## config.mk

```make
export PLATFORM = sky130hd
export DESIGN_NAME = spim_irq_unit
export DESIGN_NICKNAME = d
export VERILOG_FILES = /design/src/rtl/spim_irq_pkg.sv /design/src/rtl/spim_irq_regs.sv /design/src/rtl/spim_irq_status.sv /design/src/rtl/spim_irq_line.sv /design/src/rtl/spim_irq_unit.sv
export SDC_FILE = /design/constraint.sdc
export NUM_CORES = 1
export LEC_CHECK = 0
export CORE_ASPECT_RATIO = 1.2
export CORE_MARGIN = 2
export CORE_UTILIZATION = 35
export CTS_CLUSTER_SIZE = 8
export DETAILED_ROUTE_END_ITERATION = 8
export MAX_ROUTING_LAYER = met4
export SLEW_MARGIN = 10
export SYNTH_ARGS = -nofsm -noshare
export SYNTH_HDL_FRONTEND = slang
export SYNTH_SLANG_ARGS = --single-unit
```

## constraint.sdc

```tcl
create_clock -name clk -period 3.9 [get_ports clk]
set_input_delay 0.78 -clock clk [delete_from_list [all_inputs] [get_ports clk]]
set_output_delay 0.78 -clock clk [all_outputs]
set_load 0.01 [all_outputs]
```

## src/rtl/spim_irq_pkg.sv

```systemverilog
package spim_irq_pkg;
  localparam int NSTAT = 7;

  // status bit positions (software decodes these)
  localparam int BIT_TX_UNDER  = 6;
  localparam int BIT_RX_FULL   = 5;
  localparam int BIT_RX_AVAIL  = 4;
  localparam int BIT_TX_FULL   = 3;
  localparam int BIT_TX_ROOM   = 2;
  localparam int BIT_MODE_FAIL = 1;
  localparam int BIT_RX_OVER   = 0;

  localparam logic [NSTAT-1:0] STICKY_BITS = 7'b100_0011;

  // register word offsets
  localparam int OFS_STATUS   = 0;
  localparam int OFS_MASK_SET = 1;
  localparam int OFS_MASK_CLR = 2;
  localparam int OFS_MASK     = 3;
  localparam int OFS_TX_THR   = 4;
  localparam int OFS_RX_THR   = 5;

  typedef logic [NSTAT-1:0] stat_vec_t;
endpackage

```

## src/rtl/spim_irq_regs.sv

```systemverilog
module spim_irq_regs
  import spim_irq_pkg::*;
#(
  parameter int OCC_W  = 6,
  parameter int ADDR_W = 3,
  parameter int BUS_W  = 7
) (
  input  logic              clk,
  input  logic              rst_n,
  input  logic              bus_en,
  input  logic              bus_we,
  input  logic [ADDR_W-1:0] bus_addr,
  input  logic [BUS_W-1:0]  bus_wdata,
  output stat_vec_t         mask_q,
  output logic [OCC_W-1:0]  tx_thr_q,
  output logic [OCC_W-1:0]  rx_thr_q,
  output logic              stat_rd_clr,
  output stat_vec_t         stat_wr_clr
);
  localparam logic [OCC_W-1:0] THR_RESET = OCC_W'(1);

  logic      hit_status, hit_mset, hit_mclr, hit_txthr, hit_rxthr;
  logic      wr_acc, rd_acc;
  logic      mask_en, txthr_en, rxthr_en;
  stat_vec_t wr_bits;
  stat_vec_t mask_d;

  always_comb begin
    wr_acc     = bus_en & bus_we;
    rd_acc     = bus_en & ~bus_we;
    hit_status = (bus_addr == ADDR_W'(OFS_STATUS));
    hit_mset   = (bus_addr == ADDR_W'(OFS_MASK_SET));
    hit_mclr   = (bus_addr == ADDR_W'(OFS_MASK_CLR));
    hit_txthr  = (bus_addr == ADDR_W'(OFS_TX_THR));
    hit_rxthr  = (bus_addr == ADDR_W'(OFS_RX_THR));
    wr_bits    = bus_wdata[NSTAT-1:0];

    mask_en  = wr_acc & (hit_mset | hit_mclr);
    txthr_en = wr_acc & hit_txthr;
    rxthr_en = wr_acc & hit_rxthr;

    mask_d = mask_q;
    if (hit_mset) mask_d = mask_q | wr_bits;
    if (hit_mclr) mask_d = mask_q & ~wr_bits;

    stat_rd_clr = rd_acc & hit_status;
    stat_wr_clr = (wr_acc & hit_status) ? wr_bits : '0;
  end

  always_ff @(posedge clk or negedge rst_n) begin
    if (!rst_n) begin
      mask_q   <= '0;
      tx_thr_q <= THR_RESET;
      rx_thr_q <= THR_RESET;
    end else begin
      if (mask_en)  mask_q   <= mask_d;
      if (txthr_en) tx_thr_q <= bus_wdata[OCC_W-1:0];
      if (rxthr_en) rx_thr_q <= bus_wdata[OCC_W-1:0];
    end
  end
endmodule

```

## src/rtl/spim_irq_status.sv

```systemverilog
module spim_irq_status
  import spim_irq_pkg::*;
#(
  parameter int OCC_W = 6
) (
  input  logic             clk,
  input  logic             rst_n,
  input  logic             upd_en,
  input  logic [OCC_W-1:0] tx_level,
  input  logic [OCC_W-1:0] rx_level,
  input  logic             tx_full,
  input  logic             rx_full,
  input  logic             ev_tx_under,
  input  logic             ev_rx_over,
  input  logic             ev_mode_fail,
  input  logic [OCC_W-1:0] tx_thr,
  input  logic [OCC_W-1:0] rx_thr,
  input  logic             rd_clr,
  input  stat_vec_t        wr_clr,
  output stat_vec_t        status_q
);
  stat_vec_t src;
  stat_vec_t clr;
  stat_vec_t status_d;

  always_comb begin
    src                = '0;
    src[BIT_TX_UNDER]  = ev_tx_under;
    src[BIT_RX_FULL]   = rx_full;
    src[BIT_RX_AVAIL]  = (rx_level >= rx_thr);
    src[BIT_TX_FULL]   = tx_full;
    src[BIT_TX_ROOM]   = (tx_level < tx_thr);
    src[BIT_MODE_FAIL] = ev_mode_fail;
    src[BIT_RX_OVER]   = ev_rx_over;
    clr                = {NSTAT{rd_clr}} | wr_clr;
  end

  // sticky bits hold until cleared, a new event wins over a clear;
  // level bits take the fresh source value every cycle
  for (genvar i = 0; i < NSTAT; i++) begin : g_bit
    assign status_d[i] = src[i] | (STICKY_BITS[i] & status_q[i] & ~clr[i]);
  end

  always_ff @(posedge clk or negedge rst_n) begin
    if (!rst_n) status_q <= '0;
    else if (upd_en) status_q <= status_d;
  end
endmodule

```

## src/rtl/spim_irq_line.sv

```systemverilog
module spim_irq_line
  import spim_irq_pkg::*;
(
  input  logic      clk,
  input  logic      rst_n,
  input  logic      upd_en,
  input  stat_vec_t mask,
  input  stat_vec_t status,
  output logic      irq_q
);
  logic irq_d;

  always_comb irq_d = |(mask & status);

  always_ff @(posedge clk or negedge rst_n) begin
    if (!rst_n) irq_q <= 1'b0;
    else if (upd_en) irq_q <= irq_d;
  end
endmodule

```

## src/rtl/spim_irq_unit.sv

```systemverilog
module spim_irq_unit
  import spim_irq_pkg::*;
#(
  parameter int  FIFO_DEPTH = 32,
  parameter int  ADDR_W     = 3,
  localparam int OCC_W      = $clog2(FIFO_DEPTH + 1),
  localparam int BUS_W      = (OCC_W > NSTAT) ? OCC_W : NSTAT
) (
  input  logic              clk,
  input  logic              arst_n,
  input  logic              bus_en,
  input  logic              bus_we,
  input  logic [ADDR_W-1:0] bus_addr,
  input  logic [BUS_W-1:0]  bus_wdata,
  output logic [BUS_W-1:0]  bus_rdata,
  input  logic [OCC_W-1:0]  tx_level,
  input  logic [OCC_W-1:0]  rx_level,
  input  logic              tx_full,
  input  logic              rx_full,
  input  logic              ev_tx_under,
  input  logic              ev_rx_over,
  input  logic              ev_mode_fail,
  input  logic              linear_mode,
  output logic              irq
);
  logic [1:0]       rst_pipe;
  logic             rst_n;
  logic             upd_en;
  stat_vec_t        mask_q;
  stat_vec_t        status_q;
  stat_vec_t        stat_wr_clr;
  logic             stat_rd_clr;
  logic [OCC_W-1:0] tx_thr_q;
  logic [OCC_W-1:0] rx_thr_q;

  // asynchronous assertion, synchronous release
  always_ff @(posedge clk or negedge arst_n) begin
    if (!arst_n) rst_pipe <= '0;
    else rst_pipe <= {rst_pipe[0], 1'b1};
  end
  assign rst_n  = rst_pipe[1];
  assign upd_en = ~linear_mode;

  spim_irq_regs #(.OCC_W(OCC_W), .ADDR_W(ADDR_W), .BUS_W(BUS_W)) u_regs (
    .clk        (clk),
    .rst_n      (rst_n),
    .bus_en     (bus_en),
    .bus_we     (bus_we),
    .bus_addr   (bus_addr),
    .bus_wdata  (bus_wdata),
    .mask_q     (mask_q),
    .tx_thr_q   (tx_thr_q),
    .rx_thr_q   (rx_thr_q),
    .stat_rd_clr(stat_rd_clr),
    .stat_wr_clr(stat_wr_clr)
  );

  spim_irq_status #(.OCC_W(OCC_W)) u_status (
    .clk         (clk),
    .rst_n       (rst_n),
    .upd_en      (upd_en),
    .tx_level    (tx_level),
    .rx_level    (rx_level),
    .tx_full     (tx_full),
    .rx_full     (rx_full),
    .ev_tx_under (ev_tx_under),
    .ev_rx_over  (ev_rx_over),
    .ev_mode_fail(ev_mode_fail),
    .tx_thr      (tx_thr_q),
    .rx_thr      (rx_thr_q),
    .rd_clr      (stat_rd_clr),
    .wr_clr      (stat_wr_clr),
    .status_q    (status_q)
  );

  spim_irq_line u_line (
    .clk   (clk),
    .rst_n (rst_n),
    .upd_en(upd_en),
    .mask  (mask_q),
    .status(status_q),
    .irq_q (irq)
  );

  always_comb begin
    bus_rdata = '0;
    case (int'(bus_addr))
      OFS_STATUS: bus_rdata = BUS_W'(status_q);
      OFS_MASK:   bus_rdata = BUS_W'(mask_q);
      OFS_TX_THR: bus_rdata = BUS_W'(tx_thr_q);
      OFS_RX_THR: bus_rdata = BUS_W'(rx_thr_q);
      default:    bus_rdata = '0;
    endcase
  end
endmodule

```

# [Yosys cells after proc, flatten, opt, wreduce, memory -nomap -nowiden]
# Cells that the tools add are included.
[word_totals] input_bits=32 word_cells=44 regBits=29
[op_classes] reduce_logical=4 bitwise_logic=23 mux=4 eq_ne=5 order_cmp=2
[op_table] op="$pmux 7 s4" n=1
[op_table] op="$mux 7" n=3
[op_table] op="$and 7x7->7" n=2
[op_table] op="$or 7x7->7" n=2
[op_table] op="$and 1x1->1" n=10
[op_table] op="$not 7->7" n=1
[op_table] op="$reduce_or 7->1" n=1
[op_table] op="$eq 3x2->1 const B" n=2
[op_table] op="$eq 3x3->1 const B" n=2
[op_table] op="$ge 6x6->1" n=1
[op_table] op="$lt 6x6->1" n=1
[op_table] op="$not 1->1" n=4
[op_table] op="$or 1x1->1" n=4
[op_table] op="$eq 3x1->1 const B" n=1
[op_table] op="$logic_not 3->1" n=1
[op_table] op="$reduce_and 2->1" n=1
[op_table] op="$reduce_bool 2->1" n=1

# [Depth between registers and ports, before layout]
# Gate-level depths: netlist (run 1).
[logic_depth] ltp_word=7 depth_mapped=5

# [Modules after synthesis]
# A second synthesis (run 1) with hierarchy kept.
[hier_totals] cells_unflattened=162 area_unflattened_um2=1835.5
[by_module_without_submodules] module="spim_irq_regs" seq_area_each_um2=478.0 n_inst=1 area_each_um2=878.3 cells_each=63
[by_module_without_submodules] module="spim_irq_status" seq_area_each_um2=175.2 n_inst=1 area_each_um2=551.8 cells_each=57
[by_module_without_submodules] module="spim_irq_unit" seq_area_each_um2=50.0 n_inst=1 area_each_um2=336.6 cells_each=36
[by_module_without_submodules] module="spim_irq_line" seq_area_each_um2=25.0 n_inst=1 area_each_um2=68.8 cells_each=6

# [Worst setup path after synthesis (run 1)]
# No wires, ideal clock.
[synth_path] path_kind="input to output" startpoint="in bus_addr[2]" endpoint="out bus_rdata[0]" t_arrival_ns=1.638 slack_ns=1.482 t_required_ns=3.120 stages=4 path_buffers=1 cell_sequence="buf_2 > mux2_2 > a22oi_1 > o21ai_0"
[synth_via] elab_chain_len=2
[synth_rtl] element="start, declared" line_no="spim_irq_unit.sv:13" source="input logic [ADDR_W-1:0] bus_addr,"
[synth_rtl] element="$eq 3x3->1 (tied with other cells)" line_no="spim_irq_unit.sv:87" source="case (int'(bus_addr))"
[synth_rtl] element="$pmux 7 s4 (*)" line_no="spim_irq_unit.sv:87"
[synth_rtl] element="end, declared" line_no="spim_irq_unit.sv:15" source="output logic [BUS_W-1:0] bus_rdata,"
# Every way passes the cells marked *; elsewhere a longest branch is shown, timed or not.

# [Final worst setup path (run 1)]
[layout_path] startpoint="in bus_addr[0]" endpoint="out bus_rdata[5]"
# The elaborated chain is that of the path after synthesis.

==> impl_metrics.py, run 1 <==
metrics = {
    "run_status": {
        "status": "finished clean",
    },
    "power": {
        "p_per_area_nw_per_um2": 424,
        "power.leakage_nw": 0.955,
        "ir_drop_v": 0.000222,
    },
    "logic_synthesis": {
        "synth.avg_cell_area_um2": 11.6,
        "synth_nets": 197,
        "yosys-top-cells-count": "27 x dfrtp_1, 20 x mux2_2, 12 x inv_1",
        "synth_edf_count": 0,
        "synth_cell_types": 36,
        "syn_area_um2": 1790,
        "synth_top_area_share_pct": 37.7,
        "async_flop_share_pct": 100,
        "ys.flop_type": "dfrtp_1",
        "yosys_warnings": 0,
        "yosysMostFrequentCell": "dfrtp_1",
        "synth_seq_cells": 29,
        "yosys.area.top_type": "dfrtp_1",
        "yosys-top-cells-area": "dfrtp_1 38%, mux2_2 13%, ha_1 7.7%",
        "syn_inst": 154,
        "ys_seq_area_share_pct": 40.6,
    },
    "grt": {
        "antenna_found_initial": 0,
        "grt_max_degree": 28,
        "gr-total-overflow": 0,
        "groute.usage.overall_pct": 17.2,
        "grt_pass1_wl_um": 7330,
        "grt_pass1_vias": 1457,
    },
    "final_layout": {
        "layout.cells.non_filler": 257,
        "final.fill_count": 433,
        "drive_gt1_share_pct": 21.8,
        "multi_input_area_um2": 978,
        "regArea_um2": 728,
        "final_nets": 239,
        "diodes": 0,
        "area_growth_pct": 31.8,
    },
    "clock_network": {
        "cts.repair.resized": 0,
        "cts_buffers": 5,
        "cts_root_buf": "clkbuf_8",
        "post-cts-setup-buffers": 0,
        "cts_tree": "built",
        "cts.clk_slew.worst_paths_ps": 60,
        "clockBufferDepth": 2,
        "cts.sinks": 29,
        "cts_hold_buf": 0,
        "htreeDepth": 2,
        "clock_latency_ps": 280,
    },
    "timing": {
        "tightest_slew_ps": 1060,
        "tns_ps": 0,
        "slew_violations": 0,
        "setup_viol": 0,
        "rsz0062_at_grt": "false",
        "slew_headroom_pct": 29.3,
        "timing.fmax_mhz": 278,
        "fin_worst_skew_ps": 3.63,
        "finalCritPeriodShare_pct": 92.1,
        "period_needed_ps": 3590,
        "hold_viol": 0,
    },
    "worst_setup_path": {
        "cp-end-kind": "output port",
        "worstPathArrival_ps": 2810,
        "cp.required_ps": 3120,
        "cp-start-kind": "input port",
        "path_class": "in2out",
        "r2r-start": "u_regs.tx_thr_q[1]",
        "ff2ff_path_depth": 5,
        "worstReg2RegEnd": "u_status.status_q[2]",
        "rrSetupSlack_ps": 2490,
        "crit_fanout": 9,
    },
    "die": {
        "start_util_pct": 36.3,
        "die_area_um2": 5710,
        "die-width_um": 69.3,
        "num_io_pins": 40,
        "core_um2": 4940,
        "fp-row-count": 28,
        "fp.dieH_um": 82.4,
    },
    "worst_hold_path": {
        "whs_endpoint": "rst_pipe[1]",
        "whs_path_depth": 0,
        "holdCritPathClass": "reg2reg",
        "hp-start": "rst_pipe[0]",
    },
    "placement": {
        "port_buffers": 39,
        "dp.cells": 249,
        "globalplace.congestion": 0.862,
        "hpwl_um": 3310,
    },
    "route": {
        "drt_wl_total_um": 4290,
        "drt.antenna.violating_nets": 0,
        "viasPerCell": 5.29,
        "route.detailed.drc": 0,
        "wire_per_inst_um": 16.7,
        "dr.first_iter.drc_count": 49,
        "routed-via-count": 1360,
        "drt_pass1_iterations": 4,
    },
    "flow_run": {
        "maxCapViolCount": 0,
    },
}
==> critical path: stages <==
cell and delay, ps:
clkdlybuf4s50_1 790, and3b_1 390, a22oi_1 130, o21ai_0 140
clkdlybuf4s50_1 580
==> cell type report <==
class                   instances  share of cell area (%)
multi-input cells             107                    41.4
well taps                      60                    3.18
flip-flops and latches         29                    30.8
clock inverters                 1                    1.27
repair buffers                 41                    17.7
clock buffers                   7                    3.66
inverters                      12                    1.91
==> worst max-delay path by stage <==
stage,startpoint,endpoint,slack [ps],cells past startpoint
after floorplan,bus_addr[2],bus_rdata[0],1480,4
after global placement,bus_addr[0],bus_rdata[3],400,5
after detailed placement,bus_addr[0],bus_rdata[5],350,5
after CTS,bus_addr[0],bus_rdata[5],340,5
after global routing,bus_addr[0],bus_rdata[1],240,5
final,bus_addr[0],bus_rdata[5],310,5
==> routing by layer <==
| metal | global-route usage [%] | vias up | wire [um] |
|---|---|---|---|
| li1 | - | 654 | - |
| met5 | - | - | 0 |
| met2 | 29.3 | 37 | 2040 |
| met3 | 4.37 | 6 | 211 |
| met4 | 4.12 | 0 | 55 |
| met1 | 20.6 | 663 | 1980 |
==> placed cells by master, fill, tap and decap left out, types with 2 or more instances in the layout <==
cell	netlist	final
o21a_1	2	2
a221o_1	4	4
nand2_1	9	9
inv_1	12	12
nor4b_2	7	7
and3b_1	4	4
mux2_2	20	20
dfstp_2	2	2
clkdlybuf4s50_1	0	39
nor2_1	4	4
a22oi_1	8	8
mux2_1	7	7
a21oi_1	2	2
ha_1	11	11
nand4_1	2	2
nor2b_1	2	2
nand3_1	3	3
o21ai_0	7	7
dfrtp_1	27	27
clkbuf_8	0	6
==> power by group <==
group	internal (mW)	leakage [nW]	switching, mW
logic	0.149	0.572	0.106
clock network	0.208	0.0585	0.115
registers	0.364	0.324	0.0584
==> per-stage QoR <==
step / total power [mW] / instance area [um2] / util [%] / setup WS (ps) / hold WS, ps
2_1_floorplan: 0.570 / 1790 / - / 1480 / 331
3_3_place_gp: 0.674 / 2240 / 45.4 / 397 / 341
3_5_place_dp: 0.686 / 2240 / 45.4 / 351 / 337
4_1_cts: 1.01 / 2360 / 47.8 / 344 / 359
5_1_grt: 1.06 / 2360 / 47.8 / 236 / 361
6_report: 1.00 / 2360 / 47.8 / 307 / 355
==> logic make-up (layout without fill, tap and decap cells) <==
group           after synthesis  after routing  share of synthesized area [%]
flops                        29             29                           40.6
buf+inv                      18             61                           4.75
simple gates                 38             38                           16.4
other cells                   1              1                          0.209
mux                          27             27                           17.0
compound gates               29             29                           11.8
fa+ha+maj                    11             11                           7.68
xor+xnor                      1              1                           1.54
(Power assumes the default switching activity.)
==> inputs of run 2 (changes only) <==
- clock period: 3.9 -> 3.3 ns (I/O delays scaled with it)
==> impl_metrics.py, run 2 (same netlist as run 1, synthesis figures left out) <==
metrics = {
    "run_status": {
        "status": "finished clean",
    },
    "worst_setup_path": {
        "r2r-start": "u_regs.tx_thr_q[5]",
        "ff2ff_path_depth": 5,
        "path_class": "in2out",
        "crit_fanout": 22,
        "worstPathArrival_ps": 2480,
        "cp.required_ps": 2640,
        "crit_chain": "clkdlybuf4s50_1 -> buf_12 -> mux2_2 -> a22oi_1 -> o21ai_0 -> clkdlybuf4s50_1",
        "cp-start-kind": "input port",
        "startpoint": "bus_addr[2]",
        "crit_top_cell": "clkdlybuf4s50_1",
        "cpPeakStageDelay_ps": 500,
        "crit_path_end": "bus_rdata[3]",
        "worstReg2RegEnd": "u_status.status_q[2]",
        "critPathSlowestCell": "clkdlybuf4s50_1",
        "cp-end-kind": "output port",
        "rrSetupSlack_ps": 1900,
    },
    "timing": {
        "rsz0062_at_grt": "false",
        "slew_headroom_pct": 27.0,
        "setup_viol": 0,
        "period_needed_ps": 3140,
        "timing.fmax_mhz": 318,
        "finalCritPeriodShare_pct": 95.3,
        "tns_ps": 0,
        "fin_worst_skew_ps": 4.96,
        "hold_viol": 0,
        "slew_violations": 0,
        "tightest_slew_ps": 1100,
    },
    "final_layout": {
        "layout_common_cells": "39 x clkdlybuf4s50_1, 27 x dfrtp_1, 20 x mux2_2, 12 x inv_1, 11 x ha_1",
        "final_nets": 241,
        "layout_commonest_cell": "clkdlybuf4s50_1",
        "drive_gt1_share_pct": 22.6,
        "design_area_um2": 2380,
        "diodes": 0,
        "area_growth_pct": 32.6,
    },
    "die": {
        "core_um2": 4940,
        "die-width_um": 69.3,
        "fp-row-count": 28,
        "start_util_pct": 36.3,
        "die_area_um2": 5710,
        "num_io_pins": 40,
        "fp.dieH_um": 82.4,
    },
    "placement": {
        "hpwl_um": 3370,
        "port_buffers": 39,
        "dpl_cell_area_um2": 2260,
        "globalplace.congestion": 0.845,
    },
    "clock_network": {
        "cts.clk_slew.worst_paths_ps": 60,
        "post-cts-setup-buffers": 0,
        "cts.repair.resized": 0,
        "cts.sinks": 29,
        "cts_root_buf": "clkbuf_8",
        "cts_hold_buf": 0,
        "cts_tree": "built",
        "clockBufferDepth": 2,
        "htreeDepth": 2,
        "clock_latency_ps": 280,
        "cts_buffers": 5,
    },
    "grt": {
        "grt_pass1_vias": 1556,
        "antenna_found_initial": 0,
        "gr-total-overflow": 0,
        "grt_pass1_wl_um": 7470,
        "groute.usage.overall_pct": 17.6,
        "grt_max_degree": 28,
    },
    "route": {
        "routed-via-count": 1427,
        "wire_per_inst_um": 17.2,
        "drt_pass1_iterations": 4,
        "viasPerCell": 5.51,
        "drt.antenna.violating_nets": 0,
        "drt_wl_total_um": 4450,
        "dr.first_iter.drc_count": 70,
        "route.detailed.drc": 0,
    },
    "power": {
        "p_per_area_nw_per_um2": 497,
        "power.leakage_nw": 0.965,
        "ir_drop_v": 0.000192,
    },
    "worst_hold_path": {
        "holdCritPathClass": "reg2reg",
        "hp-start": "rst_pipe[0]",
    },
    "flow_run": {
        "maxCapViolCount": 0,
    },
}
-- run 2: cell types whose count changed in the layout (fill, tap and decap cells not counted) --
cell   delta
buf_4     +2
-- run 2: power by group --
group / switching [mW] / internal (mW)
Combinational: 0.127 / 0.177
Clock: 0.133 / 0.246
Sequential: 0.0674 / 0.431
Total: 0.327 / 0.854
-- run 2: worst min-delay path by stage --
| stage | to | slack, ps | depth (start not counted) |
|---|---|---|---|
| after detailed placement | rst_pipe[1] | 350 | 0 |
| after global routing | rst_pipe[1] | 370 | 0 |
| after floorplan | rst_pipe[1] | 330 | 0 |
| after CTS | rst_pipe[1] | 370 | 0 |
| after global placement | rst_pipe[1] | 340 | 0 |
| final | rst_pipe[1] | 360 | 0 |
-- run 2: per-stage QoR --
stage / hold slack, ps / util, % / power (mW) / worst slack (ps) / cells
2_1_floorplan: 331 / - / 0.674 / 1120 / 154
3_3_place_gp: 340 / 45.7 / 0.796 / 163 / 251
3_5_place_dp: 346 / 45.7 / 0.810 / 165 / 251
4_1_cts: 368 / 48.1 / 1.20 / 162 / 259
5_1_grt: 370 / 48.1 / 1.25 / 78.8 / 259
6_report: 364 / 48.1 / 1.18 / 156 / 259
-- run 2: layout make-up --
class,instances,area (um2)
Multi-Input combinational cell,107,978
Clock inverter,1,30.0
Fill cell,454,2560
Inverter,12,45.0
Clock buffer,7,86.3
Tap cell,60,75.1
Timing Repair Buffer,43,433
Sequential cell,29,728
-- run 2: per-layer routing --
layer,track usage [%],vias to the layer above,wire (um)
li1,-,660,-
met1,20.7,693,1860
met2,29.3,63,2210
met3,4.61,11,296
met4,6.86,0,76
met5,-,-,0
-- run 2: worst max-delay path, delay by kind of cell --
kind | cells | cell delay (ps)
buffers and inverters | 3 | 1180
AOI/OAI and AO/OA | 2 | 290
muxes | 1 | 340
==> inputs of run 3 (changes only) <==
==> constraint.sdc (replaced) <==
create_clock -name clk -period 3.3 [get_ports clk]
set_input_delay 0.66 -clock clk [delete_from_list [all_inputs] [get_ports clk]]
set_output_delay 0.66 -clock clk [all_outputs]
set_load 0.05 [all_outputs]
==> impl_metrics.py, run 3 (same netlist as run 1, synthesis figures left out) <==
metrics = {
    "run_status": {
        "status": "finished clean",
    },
    "final_layout": {
        "layout_commonest_cell": "clkdlybuf4s50_1",
        "final_nets": 243,
        "diodes": 0,
        "design_area_um2": 2370,
        "layout_common_cells": "32 x clkdlybuf4s50_1, 27 x dfrtp_1, 20 x mux2_2, 12 x inv_1",
        "drive_gt1_share_pct": 27.4,
        "layout.cells.non_filler": 261,
        "area_growth_pct": 32.3,
    },
    "power": {
        "ir_drop_v": 0.000248,
        "power.share.sequential_pct": 43.0,
        "comb_power_share_pct": 29.4,
        "switchingPower_mw": 0.366,
        "p_sw_share_pct": 31.5,
        "power.leakage_nw": 0.983,
        "p_per_area_nw_per_um2": 491,
        "clockPowerShare_pct": 27.5,
        "internal_power_mw": 0.798,
    },
    "worst_setup_path": {
        "path_class": "in2out",
        "crit_fanout": 15,
        "rrSetupSlack_ps": 1840,
        "worstPathArrival_ps": 2410,
        "cp-start-kind": "input port",
        "cp.required_ps": 2640,
        "cp-end-kind": "output port",
    },
    "route": {
        "drt_wl_total_um": 4510,
        "dr.first_iter.drc_count": 78,
        "drt_pass1_iterations": 4,
        "route.detailed.drc": 0,
        "routed-via-count": 1395,
        "drt.antenna.violating_nets": 0,
        "wire_per_inst_um": 17.3,
        "viasPerCell": 5.34,
    },
    "timing": {
        "tightest_slew_ps": 1070,
        "setup_viol": 0,
        "hold_viol": 0,
        "period_needed_ps": 3070,
        "timing.fmax_mhz": 326,
        "slew_violations": 0,
        "rsz0062_at_grt": "false",
        "tns_ps": 0,
        "slew_headroom_pct": 28.3,
        "finalCritPeriodShare_pct": 92.9,
        "fin_worst_skew_ps": 2.20,
    },
    "clock_network": {
        "cts.repair.resized": 0,
        "cts.clk_slew.worst_paths_ps": 60,
        "clockBufferDepth": 2,
        "htreeDepth": 2,
        "cts_buffers": 5,
        "cts.sinks": 29,
        "cts_root_buf": "clkbuf_8",
        "cts_hold_buf": 0,
        "cts_tree": "built",
        "post-cts-setup-buffers": 0,
        "clock_latency_ps": 280,
    },
    "grt": {
        "grt_pass1_vias": 1542,
        "grt_max_degree": 28,
        "antenna_found_initial": 0,
        "gr-total-overflow": 0,
        "grt_pass1_wl_um": 7570,
        "groute.usage.overall_pct": 17.8,
    },
    "flow_run": {
        "maxCapViolCount": 0,
    },
    "die": {
        "fp-row-count": 28,
        "num_io_pins": 40,
        "die_area_um2": 5710,
        "start_util_pct": 36.3,
        "die-width_um": 69.3,
        "core_um2": 4940,
        "fp.dieH_um": 82.4,
    },
    "worst_hold_path": {
        "holdCritPathClass": "reg2reg",
    },
    "placement": {
        "port_buffers": 39,
        "dp.cells": 253,
        "dpl_cell_area_um2": 2270,
        "globalplace.congestion": 0.836,
        "hpwl_um": 3500,
    },
}
-- run 3: final timing paths --
kind | start | to | depth (start not counted)
hold reg to reg | rst_pipe[0] | rst_pipe[1] | 0
setup reg to reg | u_regs.tx_thr_q[3] | u_status.status_q[2] | 5
hold / removal | rst_pipe[0] | rst_pipe[1] | 0
min in group asynchronous | rst_pipe[1] | asynchronous set/reset pin | 0
setup / recovery | bus_addr[2] | bus_rdata[3] | 5
max in group asynchronous | rst_pipe[1] | u_regs.rx_thr_q[2] | 0
-- run 3: layer usage --
| metal | up-vias | GRT usage [%] | routed length, um |
|---|---|---|---|
| met4 | 0 | 7.84 | 34 |
| met2 | 40 | 30.0 | 2260 |
| li1 | 658 | - | - |
| met5 | - | - | 0 |
| met3 | 4 | 3.64 | 208 |
| met1 | 693 | 21.0 | 2010 |
-- run 3: area by class of cell --
cell class	count	area, um2
Inverter	12	45.0
Clock buffer	7	96.3
Clock inverter	1	5.00
Tap cell	60	75.1
Timing Repair Buffer	45	443
Sequential cell	29	728
Multi-Input combinational cell	107	978
Fill cell	468	2570
-- run 3: power by group through the flow --
stage               Clock (mW)  Combinational (mW)  Sequential [mW]
global route             0.346               0.383            0.510
floorplan                    0               0.233            0.478
CTS                      0.332               0.348            0.501
global placement             0               0.333            0.506
finish                   0.320               0.343            0.501
detailed placement           0               0.346            0.507
-- run 3: critical path, cell delays in order --
cell	delay (ps)
clkdlybuf4s50_1	830
mux2_2	400
a22oi_1	170
o21ai_0	130
buf_4	210
-- run 3: per-stage QoR --
step	power (mW)	setup slack [ps]	hold slack, ps	util, %
after global placement	0.839	269	339	45.9
after floorplan	0.711	481	331	-
after detailed placement	0.852	262	336	45.9
final	1.16	233	356	48.0
after global routing	1.24	126	380	48.0
after CTS	1.18	254	361	48.0
